$ cat src/rtl/refsch_pkg.sv
package refsch_pkg;

    typedef enum logic [2:0] {
        ST_RUN      = 3'd0,
        ST_RFC_WAIT = 3'd1,
        ST_SELF_REF = 3'd2,
        ST_XS_NONRD = 3'd3,
        ST_XS_READ  = 3'd4
    } sched_state_t;

    // Round a duration up to whole clock cycles.
    function automatic int unsigned cyc_ceil(input int unsigned t_ps,
                                             input int unsigned tck_ps);
        return (t_ps + tck_ps - 1) / tck_ps;
    endfunction

endpackage

$ cat src/rtl/refsch_tick.sv
module refsch_tick #(
    parameter int unsigned PERIOD = 1560
) (
    input  logic clk,
    input  logic rst_n,
    output logic tick
);
    localparam int unsigned CW = (PERIOD > 2) ? $clog2(PERIOD) : 1;
    localparam logic [CW-1:0] LAST = CW'(PERIOD - 1);

    logic [CW-1:0] cnt;

    always_ff @(posedge clk) begin
        if (!rst_n)
            cnt <= '0;
        else if (cnt == LAST)
            cnt <= '0;
        else
            cnt <= cnt + 1'b1;
    end

    assign tick = (cnt == LAST);

endmodule

$ cat src/rtl/refsch_owed.sv
module refsch_owed #(
    parameter int unsigned MAX_OWED = 8,
    parameter int unsigned OW       = 4
) (
    input  logic          clk,
    input  logic          rst_n,
    input  logic          credit,
    input  logic          hold,
    input  logic          dec,
    input  logic          clr,
    output logic [OW-1:0] cnt
);
    localparam logic [OW-1:0] CAP = OW'(MAX_OWED);

    logic inc;
    assign inc = credit && !hold;

    always_ff @(posedge clk) begin
        if (!rst_n)
            cnt <= '0;
        else if (clr)
            cnt <= '0;
        else if (inc && !dec) begin
            if (cnt != CAP)
                cnt <= cnt + 1'b1;
        end else if (dec && !inc)
            cnt <= cnt - 1'b1;
    end

    AST_OWED_CAP: assert property (@(posedge clk) disable iff (!rst_n)
        cnt <= CAP);
    AST_SR_FREEZE: assert property (@(posedge clk) disable iff (!rst_n)
        (hold && !clr) |=> $stable(cnt));
    AST_EXIT_CLEAR: assert property (@(posedge clk) disable iff (!rst_n)
        clr |=> (cnt == '0));

endmodule

$ cat src/rtl/refsch_fsm.sv
module refsch_fsm
    import refsch_pkg::*;
#(
    parameter int unsigned OW        = 4,
    parameter int unsigned URGENT_AT = 7,
    parameter int unsigned RFC_CYC   = 14,
    parameter int unsigned XSNR_CYC  = 15,
    parameter int unsigned XSRD_CYC  = 200
) (
    input  logic          clk,
    input  logic          rst_n,
    input  logic [OW-1:0] owed,
    input  logic          banks_idle,
    input  logic          ref_grant,
    input  logic          sr_enter_req,
    input  logic          sr_exit_req,
    output logic          ref_req,
    output logic          ref_urgent,
    output logic          grant_ok,
    output logic          sr_cmd,
    output logic          cke,
    output logic          cmd_block,
    output logic          read_block,
    output logic          clk_change_ok,
    output logic          in_sr,
    output logic          sr_exit_fire
);
    localparam int unsigned WCW = $clog2(XSRD_CYC);
    localparam logic [OW-1:0]  URG_V   = OW'(URGENT_AT);
    localparam logic [WCW-1:0] RFC_LD  = WCW'(RFC_CYC - 2);
    localparam logic [WCW-1:0] XSN_LD  = WCW'(XSNR_CYC - 1);
    localparam logic [WCW-1:0] XSR_LD  = WCW'(XSRD_CYC - XSNR_CYC - 1);

    sched_state_t   st, st_n;
    logic [WCW-1:0] wc, wc_n;
    logic           sr_go;

    // state register
    always_ff @(posedge clk) begin
        if (!rst_n) begin
            st <= ST_RUN;
            wc <= '0;
        end else begin
            st <= st_n;
            wc <= wc_n;
        end
    end

    // next state
    always_comb begin
        st_n = st;
        wc_n = wc;
        unique case (st)
            ST_RUN: begin
                if (grant_ok) begin
                    st_n = ST_RFC_WAIT;
                    wc_n = RFC_LD;
                end else if (sr_go) begin
                    st_n = ST_SELF_REF;
                end
            end
            ST_RFC_WAIT: begin
                if (wc == '0) st_n = ST_RUN;
                else          wc_n = wc - 1'b1;
            end
            ST_SELF_REF: begin
                if (sr_exit_req) begin
                    st_n = ST_XS_NONRD;
                    wc_n = XSN_LD;
                end
            end
            ST_XS_NONRD: begin
                if (wc == '0) begin
                    st_n = ST_XS_READ;
                    wc_n = XSR_LD;
                end else begin
                    wc_n = wc - 1'b1;
                end
            end
            ST_XS_READ: begin
                if (wc == '0) st_n = ST_RUN;
                else          wc_n = wc - 1'b1;
            end
            default: st_n = ST_RUN;
        endcase
    end

    // outputs
    always_comb begin
        ref_req       = (st == ST_RUN) && (owed != '0);
        ref_urgent    = ref_req && (owed >= URG_V);
        grant_ok      = ref_req && ref_grant && banks_idle;
        sr_go         = (st == ST_RUN) && sr_enter_req && banks_idle && !grant_ok;
        sr_cmd        = sr_go;
        cke           = (st != ST_SELF_REF) && !sr_go;
        cmd_block     = (st == ST_RFC_WAIT) || (st == ST_SELF_REF) || (st == ST_XS_NONRD);
        read_block    = cmd_block || (st == ST_XS_READ);
        clk_change_ok = (st == ST_SELF_REF);
        in_sr         = (st == ST_SELF_REF);
        sr_exit_fire  = (st == ST_SELF_REF) && sr_exit_req;
    end

    AST_GRANT_BLOCKS: assert property (@(posedge clk) disable iff (!rst_n)
        grant_ok |=> cmd_block);
    AST_ENTRY_CKE_LOW: assert property (@(posedge clk) disable iff (!rst_n)
        sr_cmd |-> !cke);
    AST_READ_COVERS_CMD: assert property (@(posedge clk) disable iff (!rst_n)
        cmd_block |-> read_block);
    AST_EXIT_WINDOW: assert property (@(posedge clk) disable iff (!rst_n)
        $rose(cke) |-> cmd_block);
    AST_CLKCHG_CKE: assert property (@(posedge clk) disable iff (!rst_n)
        clk_change_ok |-> !cke);

endmodule

$ cat src/rtl/refresh_sched.sv
module refresh_sched
    import refsch_pkg::*;
#(
    parameter int unsigned TCK_PS    = 5000,
    parameter int unsigned TREFI_PS  = 7800000,
    parameter int unsigned TRFC_PS   = 70000,
    parameter int unsigned XSRD_CYC  = 200,
    parameter int unsigned MAX_OWED  = 8,
    parameter int unsigned URGENT_AT = 7,
    localparam int unsigned OW       = $clog2(MAX_OWED + 1)
) (
    input  logic          clk,
    input  logic          rst_n,
    input  logic          banks_idle,
    input  logic          ref_grant,
    input  logic          sr_enter_req,
    input  logic          sr_exit_req,
    output logic          ref_req,
    output logic          ref_urgent,
    output logic          sr_cmd,
    output logic          cke,
    output logic          cmd_block,
    output logic          read_block,
    output logic          clk_change_ok,
    output logic [OW-1:0] owed_cnt
);
    localparam int unsigned REFI_CYC = cyc_ceil(TREFI_PS, TCK_PS);
    localparam int unsigned RFC_CYC  = cyc_ceil(TRFC_PS, TCK_PS);
    localparam int unsigned XSNR_CYC = RFC_CYC + 1;

    logic credit, grant_ok, in_sr, sr_exit_fire;

    refsch_tick #(.PERIOD(REFI_CYC)) u_tick (
        .clk  (clk),
        .rst_n(rst_n),
        .tick (credit)
    );

    refsch_owed #(.MAX_OWED(MAX_OWED), .OW(OW)) u_owed (
        .clk   (clk),
        .rst_n (rst_n),
        .credit(credit),
        .hold  (in_sr),
        .dec   (grant_ok),
        .clr   (sr_exit_fire),
        .cnt   (owed_cnt)
    );

    refsch_fsm #(
        .OW       (OW),
        .URGENT_AT(URGENT_AT),
        .RFC_CYC  (RFC_CYC),
        .XSNR_CYC (XSNR_CYC),
        .XSRD_CYC (XSRD_CYC)
    ) u_fsm (
        .clk          (clk),
        .rst_n        (rst_n),
        .owed         (owed_cnt),
        .banks_idle   (banks_idle),
        .ref_grant    (ref_grant),
        .sr_enter_req (sr_enter_req),
        .sr_exit_req  (sr_exit_req),
        .ref_req      (ref_req),
        .ref_urgent   (ref_urgent),
        .grant_ok     (grant_ok),
        .sr_cmd       (sr_cmd),
        .cke          (cke),
        .cmd_block    (cmd_block),
        .read_block   (read_block),
        .clk_change_ok(clk_change_ok),
        .in_sr        (in_sr),
        .sr_exit_fire (sr_exit_fire)
    );

endmodule

$ cat config.mk
export PLATFORM = sky130hd
export DESIGN_NAME = refresh_sched
export DESIGN_NICKNAME = d
export VERILOG_FILES = /design/src/rtl/refsch_pkg.sv /design/src/rtl/refsch_tick.sv /design/src/rtl/refsch_owed.sv /design/src/rtl/refsch_fsm.sv /design/src/rtl/refresh_sched.sv
export SDC_FILE = /design/constraint.sdc
export NUM_CORES = 1
export LEC_CHECK = 0
export ABC_CLOCK_PERIOD_IN_PS = 2600
export BUFFER_PORTS_ARGS = -buffer_cell sky130_fd_sc_hd__buf_2
export CORE_UTILIZATION = 52
export DETAILED_ROUTE_END_ITERATION = 12
export GPL_ROUTABILITY_DRIVEN = 1
export PLACE_DENSITY = 0.73
export SYNTH_ARGS = -nofsm -noshare
export SYNTH_HDL_FRONTEND = slang
export SYNTH_SLANG_ARGS = --single-unit
$ cat constraint.sdc
create_clock -name clk -period 2.6 [get_ports clk]
set_input_delay 0.39 -clock clk [delete_from_list [all_inputs] [get_ports clk]]
set_output_delay 0.39 -clock clk [all_outputs]
set_load 0.01 [all_outputs]
==> results of run 1 <==
-- through the flow --
stage	hold WS, ps	instances	utilization (%)
after floorplan	418	181	-
after global placement	432	232	61.1
after detailed placement	440	232	61.1
after CTS	335	236	62.4
after global routing	340	236	62.6
final	335	236	62.6
-- power by group through the flow --
stage,Clock [uW],Combinational [uW],Sequential [uW]
2_1_floorplan,0,661,527
3_3_place_gp,0,834,540
4_1_cts,214,859,535
3_5_place_dp,0,853,544
5_1_grt,235,967,549
6_report,211,869,538
-- area by class of cell --
class,instances,area [sq um]
Clock buffer,4,36.3
Fill cell,234,1050
Inverter,5,18.8
Multi-Input combinational cell,146,1000
Sequential cell,26,520
Tap cell,31,38.8
Timing Repair Buffer,24,140
-- state kept, by name, summed over array words and instances (netlist names) --
name	flops
u_fsm.st	3
u_tick.cnt	11
u_owed.cnt	4
u_fsm.wc	8
-- worst min path at each step --
stage,startpoint,to,slack (ps),cells after the start
final,sr_exit_req,u_fsm.wc[1]$_SDFFE_PN0P_,340,3
after global routing,sr_exit_req,u_fsm.wc[1]$_SDFFE_PN0P_,340,3
after CTS,sr_exit_req,u_fsm.wc[1]$_SDFFE_PN0P_,340,3
after detailed placement,u_tick.cnt[0]$_SDFF_PP0_,u_tick.cnt[0]$_SDFF_PP0_,440,1
after global placement,u_tick.cnt[0]$_SDFF_PP0_,u_tick.cnt[0]$_SDFF_PP0_,430,1
after floorplan,u_tick.cnt[0]$_SDFF_PP0_,u_tick.cnt[0]$_SDFF_PP0_,420,1
-- repair_timing --
action	in CTS	in global routing
resized for setup	0	1
setup endpoints to repair	0	1
buffers inserted	0	0
-- logic make-up (layout without fill, tap and decap cells) --
logic type	count (synthesis)	count (layout)	share of synthesized area, %
AOI/OAI and AO/OA	43	43	20.5
muxes	4	4	2.89
xor gates and xnor gates	13	13	7.30
DFF	26	26	33.4
buffers and inverters	9	33	2.73
and+or+nand+nor	80	80	27.8
adders and majority gates	6	6	5.30
-- layout by cell type (no fill, tap or decap), types with 2 or more instances in the layout --
cell type   n
xor2_1      7
nor4_1      2
nand2_1    14
a21boi_1    2
dfxtp_1    26
inv_1       5
o21a_1      3
nor3_1      4
or3_4       2
mux2i_1     3
and3_1      3
o21ai_0     8
nor2b_1     7
buf_4       8
o31ai_1     2
nand4_1     4
nor2_1     25
o21bai_2    2
buf_2      16
clkbuf_4    3
a31oi_1     4
a21o_1      2
xnor2_1     6
nor3b_1     2
nand3_1     6
ha_1        5
a21oi_1     7
-- routing by layer --
layer | wire length [um] | vias to the layer above | global-route usage (%)
li1 | - | 708 | -
met2 | 1440 | 48 | 34.5
met5 | 0 | - | 0
met4 | 64 | 0 | 11.8
met3 | 165 | 7 | 2.53
met1 | 1600 | 673 | 30.7
-- critical path, delay by kind of cell, from the launching register on --
kind | cells | cell delay [ps]
adder cells (fa/ha/maj) | 1 | 310
buffers and inverters | 1 | 160
flip-flops | 1 | 390
AO/OA/AOI/OAI | 3 | 490
AND/OR/NAND/NOR | 4 | 1110
==> key figures, run 1 <==
Run status
  – Status: complete, but fails checks
  – Failing checks: design-rule violations

Routing
  – WL per Instance: 13.9 um
  – Pre-antenna DRT Iters: 8
  – DRC viols: 6
  – Vias per inst: ~6
  – Vias: 1436
  – Initial drt markers: 119
  – ANT nets after route: 0
  – Detailed Route WL: 3270 um

Logic synthesis
  – Seq/Total Area, Yosys: 33.4%
  – Yosys top cell area share: 33.4%
  – Post-synth EDFFs: 0
  – Synth unique cells: 52
  – Synthesis Warnings: 0
  – Synth area leaders: dfxtp_1 (33%), nor2_1 (6.0%), ha_1 (4.0%), xor2_1 (3.9%), nand2_1 (3.4%)
  – Largest area contributor in the synthesized netlist: dfxtp_1
  – Syn_area_per_cell: 8.61 sq um
  – #FFs+latches synth: 26
  – Mapped Cells: about 180
  – Post-synthesis cell area: about 1600 sq um
  – Net Count, Synth: 193
  – Count leader, synth: dfxtp_1
  – Synth Flop Type: dfxtp_1
  – Synth cell count leaders: dfxtp_1 (26), nor2_1 (25), nand2_1 (14)
  – Asr flop ratio synth: 0%

Worst setup path
  – Critical path cell sequence: or4b_1, nor4_2, nand2_1, buf_4, ha_1, a21o_1, nor3_1, a311oi_1, a211oi_1
  – Critical path endpoint: u_owed.cnt[3]$_SDFFE_PP0P_
  – WS Path Type: reg -> reg
  – Worst endpoint required time: 2860 ps
  – Critical path arrival: 2790 ps
  – R2R Path End: u_owed.cnt[3]$_SDFFE_PP0P_
  – CP max FO: 6
  – Startpoint types: flop
  – Crit. Startpoint: u_tick.cnt[6]$_SDFF_PP0_
  – Crit-path slowest cell: or4b_1
  – CP peak stage delay: 580 ps
  – Worst Reg-to-Reg Cells: 9
  – Reg-to-Reg Start: u_tick.cnt[6]$_SDFF_PP0_
  – Worst setup EP type: flop
  – Register-to-register setup slack: around 73 ps

Finish
  – Post-route cell area: between 1500 and 2000 sq um
  – Synthesis-to-layout area growth: 12.7%
  – Share of post-route cells with drive strength above 1: 20.0%
  – # diodes: 0
  – Fin nets: 218

Global routing
  – Vias in the first global route: 1311
  – Grt ovf: 0
  – Global-route wire length before repair: about 5800 um
  – Initial antenna violation count: 0
  – GRT Overall Usage: 22.4%
  – Largest net degree at the start of global routing: 17

Floorplan
  – Die Y: 56.8 um
  – Core Region: 2810 sq um
  – Initial core utilization: 55.6%
  – # IOs: 17
  – Row Count: 19
  – Die ar.: around 3200 sq um
  – Die X: 56.8 um

Pwr
  – Lkg Pwr: 0.000740 uW
  – Switching share of power: between 40% and 50%
  – Comb pwr share: 53.7%
  – Pwr/cell area: roughly 900 nW/um^2
  – Net Sw Power: 694 uW
  – Clock share of power: 13.0%
  – Flop pwr share: 33.2%
  – Worst VDD drop: 0.000436 V
  – Pint: 923 uW
  – Final Total Pwr: 1620 uW

CTS
  – Worst-Skew Late Latency: 330 ps
  – CTS Hold Bufs: 0
  – CTS Sinks: 26
  – CTS tree: yes
  – Clock Tree Root: clkbuf_4
  – Num CTS Buffers: 3
  – Clock transition at path regs: 150 ps
  – Clk buf depth: 2
  – Htree depth: 1

Timing
  – Final setup TNS: 0 ps
  – Relative slew slack: 55.4%
  – Fin worst setup slack: 72.7 ps
  – # setup viols final: 0
  – Tcrit/Tclk final: 97.2%
  – Achievable frequency: 396 MHz
  – Final Hold Fails: 0
  – Worst-Margin Slew: 666 ps
  – Post-layout min period: ~2500 ps
  – Worst Clk Skew: 7.93 ps
  – Slew Viols, Final: 0

Place
  – Gpl congestion: 0.931
  – DP Worst Slack: about 130 ps
  – I/O Buffers: 16
  – Post-placement cell area: approximately 1700 sq um
  – Detail Placement HPWL: about 2400 um

Flow run
  – Max-cap violations: 0

Worst hold path
  – Hold/Removal Path Class: in -> reg
Note: power is estimated with default switching activity, not from simulation.
==> run 2: changes to the inputs <==
--- a/config.mk
+++ b/config.mk
@@ -10,7 +10,8 @@
 export CORE_UTILIZATION = 52
 export DETAILED_ROUTE_END_ITERATION = 12
 export GPL_ROUTABILITY_DRIVEN = 1
-export PLACE_DENSITY = 0.73
+export PLACE_DENSITY = 0.72
 export SYNTH_ARGS = -nofsm -noshare
 export SYNTH_HDL_FRONTEND = slang
+export SYNTH_HIERARCHICAL = 1
 export SYNTH_SLANG_ARGS = --single-unit
==> key figures, run 2 <==
Routing
  – Initial drt markers: 95 (-20%)
  – Metal2 WL: 1740 um (+21%)
  – Metal3 WL: 139 um (-16%)
  – Metal1 wirelength: 1670 um (+4.1%)
  – Max layer used: met4
  – Vias: 1520 (+5.8%)
  – Detailed Route WL: 3580 um (+9.4%)
  – ANT nets after route: 0 (unchanged)
  – Pre-antenna DRT Iters: 5 (-3)
  – WL per Instance: 13.6 um (-1.5%)
  – DRC viols: 0 (-6)
  – Vias per inst: 5.80 (-4.7%)

Timing
  – Slew Viols, Final: 0 (unchanged)
  – Tcrit/Tclk final: 92.9% (-4.3 points)
  – Final setup TNS: 0 ps (unchanged)
  – Post-layout min period: 2420 ps (-111 ps)
  – RSZ-0062 raised after global routing: no
  – Relative slew slack: 55.0% (-0.37 points)
  – Worst Clk Skew: 2.29 ps (-5.64 ps)
  – Worst-Margin Slew: 670 ps (+4.46 ps)
  – Final Hold Fails: 0 (unchanged)
  – # setup viols final: 0 (unchanged)
  – Achievable frequency: 414 MHz (+4.6%)

Worst setup path
  – Reg-to-Reg Start: u_tick/cnt[3]$_SDFF_PP0_
  – CP peak stage delay: 460 ps (-120 ps)
  – WS Path Type: reg -> reg
  – Critical path cell sequence: nand4bb_4, nor4_2, or3b_4, ha_4, nand3_1, and4_2, nor3_1, nor3b_2
  – Startpoint types: flop
  – CP max FO: 5 (-1)
  – Crit-path slowest cell: or3b_4
  – Register-to-register setup slack: 180 ps (+110 ps)
  – Crit. Startpoint: u_tick/cnt[3]$_SDFF_PP0_
  – Worst endpoint required time: 2830 ps (-30 ps)
  – Critical path arrival: 2650 ps (-140 ps)
  – Worst setup EP type: flop

Global routing
  – Grt ovf: 0 (unchanged)
  – Vias in the first global route: 1501 (+14%)
  – Initial antenna violation count: 0 (unchanged)
  – GRT Overall Usage: 22.9% (+0.50 points)
  – Global-route wire length before repair: 6200 um (+7.5%)
  – Largest net degree at the start of global routing: 15 (-2)

Pwr
  – Flop pwr share: 35.4% (+2.2 points)
  – Comb pwr share: 51.4% (-2.3 points)
  – Lkg Pwr: 0.000742 uW (+0.34%)
  – Final Total Pwr: 1580 uW (-2.1%)
  – Clock share of power: 13.2% (+0.2 points)
  – Pint: 876 uW (-5.2%)
  – Worst VDD drop: 0.000451 V (+3.4%)
  – Pwr/cell area: 823 nW/um^2 (-11%)
  – Switching share of power: 44.7% (+1.8 points)
  – Net Sw Power: 708 uW (+1.9%)

Logic synthesis
  – Seq/Total Area, Yosys: 31.2% (-2.2 points)
  – Largest family of logic cells by synthesized area: simple AND/OR/NAND/NOR gates
  – Synth area leaders: dfxtp_1 (31%), a21oi_1 (4.5%), ha_1 (4.5%), nand3_1 (4.2%), nor2_1 (3.4%)
  – Synth cell count leaders: dfxtp_1 (26), a21oi_1 (15), nor2_1 (15)
  – Synth Flop Type: dfxtp_1
  – Mapped Cells: 194 (+7.2%)
  – Synth Area in Compound Gates: 21.3% (+0.73 points)
  – Net Count, Synth: 207 (+7.3%)
  – Adder and majority gate portion of the synthesized area: 5.69% (+0.40 points)
  – Syn_area_per_cell: 8.61 sq um (about the same)
  – Asr flop ratio synth: 0% (unchanged)
  – Yosys top cell area share: 31.2% (-2.2 points)
  – Simple-Gate Fraction of Synth Area: 35.1% (+7.2 points)
  – Post-synthesis cell area: 1670 sq um (+7.1%)
  – Xor and xnor area share after synthesis: 2.62% (-4.7 points)
  – #FFs+latches synth: 26 (unchanged)
  – Multiplexer area fraction after synthesis: 0% (-2.9 points)
  – Count leader, synth: dfxtp_1
  – Synth unique cells: 56 (+7.7%)
  – Largest area contributor in the synthesized netlist: dfxtp_1
  – Post-synth EDFFs: 0 (unchanged)
  – Synthesis Warnings: 6 (+6)

CTS
  – Clk buf depth: 2 (unchanged)
  – Worst-Skew Late Latency: 320 ps (about the same)
  – Htree depth: 1 (unchanged)
  – Num CTS Buffers: 3 (unchanged)
  – Clock transition at path regs: 140 ps (about the same)
  – CTS tree: yes
  – Clock Tree Root: clkbuf_4
  – CTS Sinks: 26 (unchanged)

Finish
  – Fin cells: 262 (+11%)
  – Commonest non-fill, non-tap cell in the layout: dfxtp_1
  – Share of post-route cells with drive strength above 1: 26.6% (+6.6 points)
  – # diodes: 0 (unchanged)
  – Post-route cell area: 1920 sq um (+9.5%)
  – Fillers: 264 (+13%)
  – Max FFs per register: 11 (unchanged)
  – Top Registers: u_tick/cnt: 11 flops, u_fsm/wc: 8 flops, u_owed/cnt: 4 flops
  – Fin nets: 232 (+6.4%)
  – Synthesis-to-layout area growth: 15.1%
  – Largest Register: u_tick/cnt
  – Post-layout util: 63.0% (+0.37 points)
  – Most frequent cells in the layout: dfxtp_1 (26), buf_2 (16), nor2_1 (15)

Floorplan
  – Die X: 58.7 um (+3.4%)
  – Core Region: 3050 sq um (+8.8%)
  – Die ar.: 3440 sq um (+6.9%)
  – # IOs: 17 (unchanged)
  – Initial core utilization: 54.7% (-0.86 points)
  – Die Y: 58.7 um (+3.4%)
  – Row Count: 20 (+1)

Worst hold path
  – Min-delay src: rst_n
  – Hold/Removal Path Class: in -> reg

Flow run
  – Max-cap violations: 0 (unchanged)

Place
  – Gpl congestion: 0.851 (-8.6%)
  – Detail Placement HPWL: 2650 um (+12%)
  – I/O Buffers: 16 (unchanged)
  – Post-placement cell area: 1840 sq um (+7.4%)
  – Dpl cells: 257 (+11%)

Run status
  – Status: finished clean
[run 2: cell types whose count changed in the layout (fill, tap and decap cells not counted), sizes merged, moves of 4 or more]
| cell | change |
|---|---|
| nand2 | -4 |
| nor2 | -10 |
| a21oi | +13 |
| nand3 | +8 |
| xor2 | -4 |
| nor3 | +6 |
| xnor2 | -4 |
[run 2: cell type report]
cell class	count	area (sq um)	area share [%]
multi-input combinational	153	1120	58.2
clock buffer	4	36.3	1.89
tap	44	55.1	2.86
sequential	26	520	27.1
timing repair buffer	27	163	8.46
inverter	8	30.0	1.56
[run 2: metal layers]
layer / global-route usage, % / vias up
li1: - / 773
met1: 27.7 / 710
met2: 40.7 / 33
met3: 5.49 / 4
met4: 6.12 / 0
met5: 0 / -
[run 2: worst paths after layout]
kind                                endpoint  cells past startpoint
hold reg to reg     u_fsm/wc[0]$_SDFFE_PN0P_                      2
setup reg to reg  u_owed/cnt[3]$_SDFFE_PP0P_                      8
hold / removal      u_fsm/st[2]$_SDFFE_PN0P_                      2
setup / recovery  u_owed/cnt[3]$_SDFFE_PP0P_                      8
[run 2: logic make-up after synthesis]
family	after synthesis
xor gates and xnor gates	5
AOI/OAI and AO/OA	51
adders and majority gates	7
buffers and inverters	15
and+or+nand+nor	90
DFF	26
[run 2: timing repair]
| item | in CTS | in global routing |
|---|---|---|
| hold endpoints to repair | 0 | 0 |
| setup endpoints to repair | 1 | 1 |
| gates cloned | 0 | 0 |
| resized for setup | 1 | 3 |
| hold buffers | 0 | 0 |
| pin swaps | 0 | 1 |
| setup buffers | 0 | 1 |
[run 2: stage by stage]
step | hold WS, ps | worst slack [ps]
4_1_cts | 408 | 33.6
5_1_grt | 413 | 8.63
2_1_floorplan | 444 | 124
3_3_place_gp | 457 | 134
6_report | 425 | 184
3_5_place_dp | 463 | -19.5
[run 2: power by group through the flow]
stage | Clock [uW] | Combinational, uW | Sequential [uW]
4_1_cts | 214 | 812 | 559
6_report | 208 | 814 | 561
3_3_place_gp | 0 | 777 | 562
3_5_place_dp | 0 | 805 | 568
5_1_grt | 226 | 905 | 573
2_1_floorplan | 0 | 686 | 529
[run 2: critical path, delay by kind of cell, from the launching register on]
kind | cells | cell delay (ps)
adders and majority gates | 1 | 300
and+or+nand+nor | 7 | 1620
DFF | 1 | 400
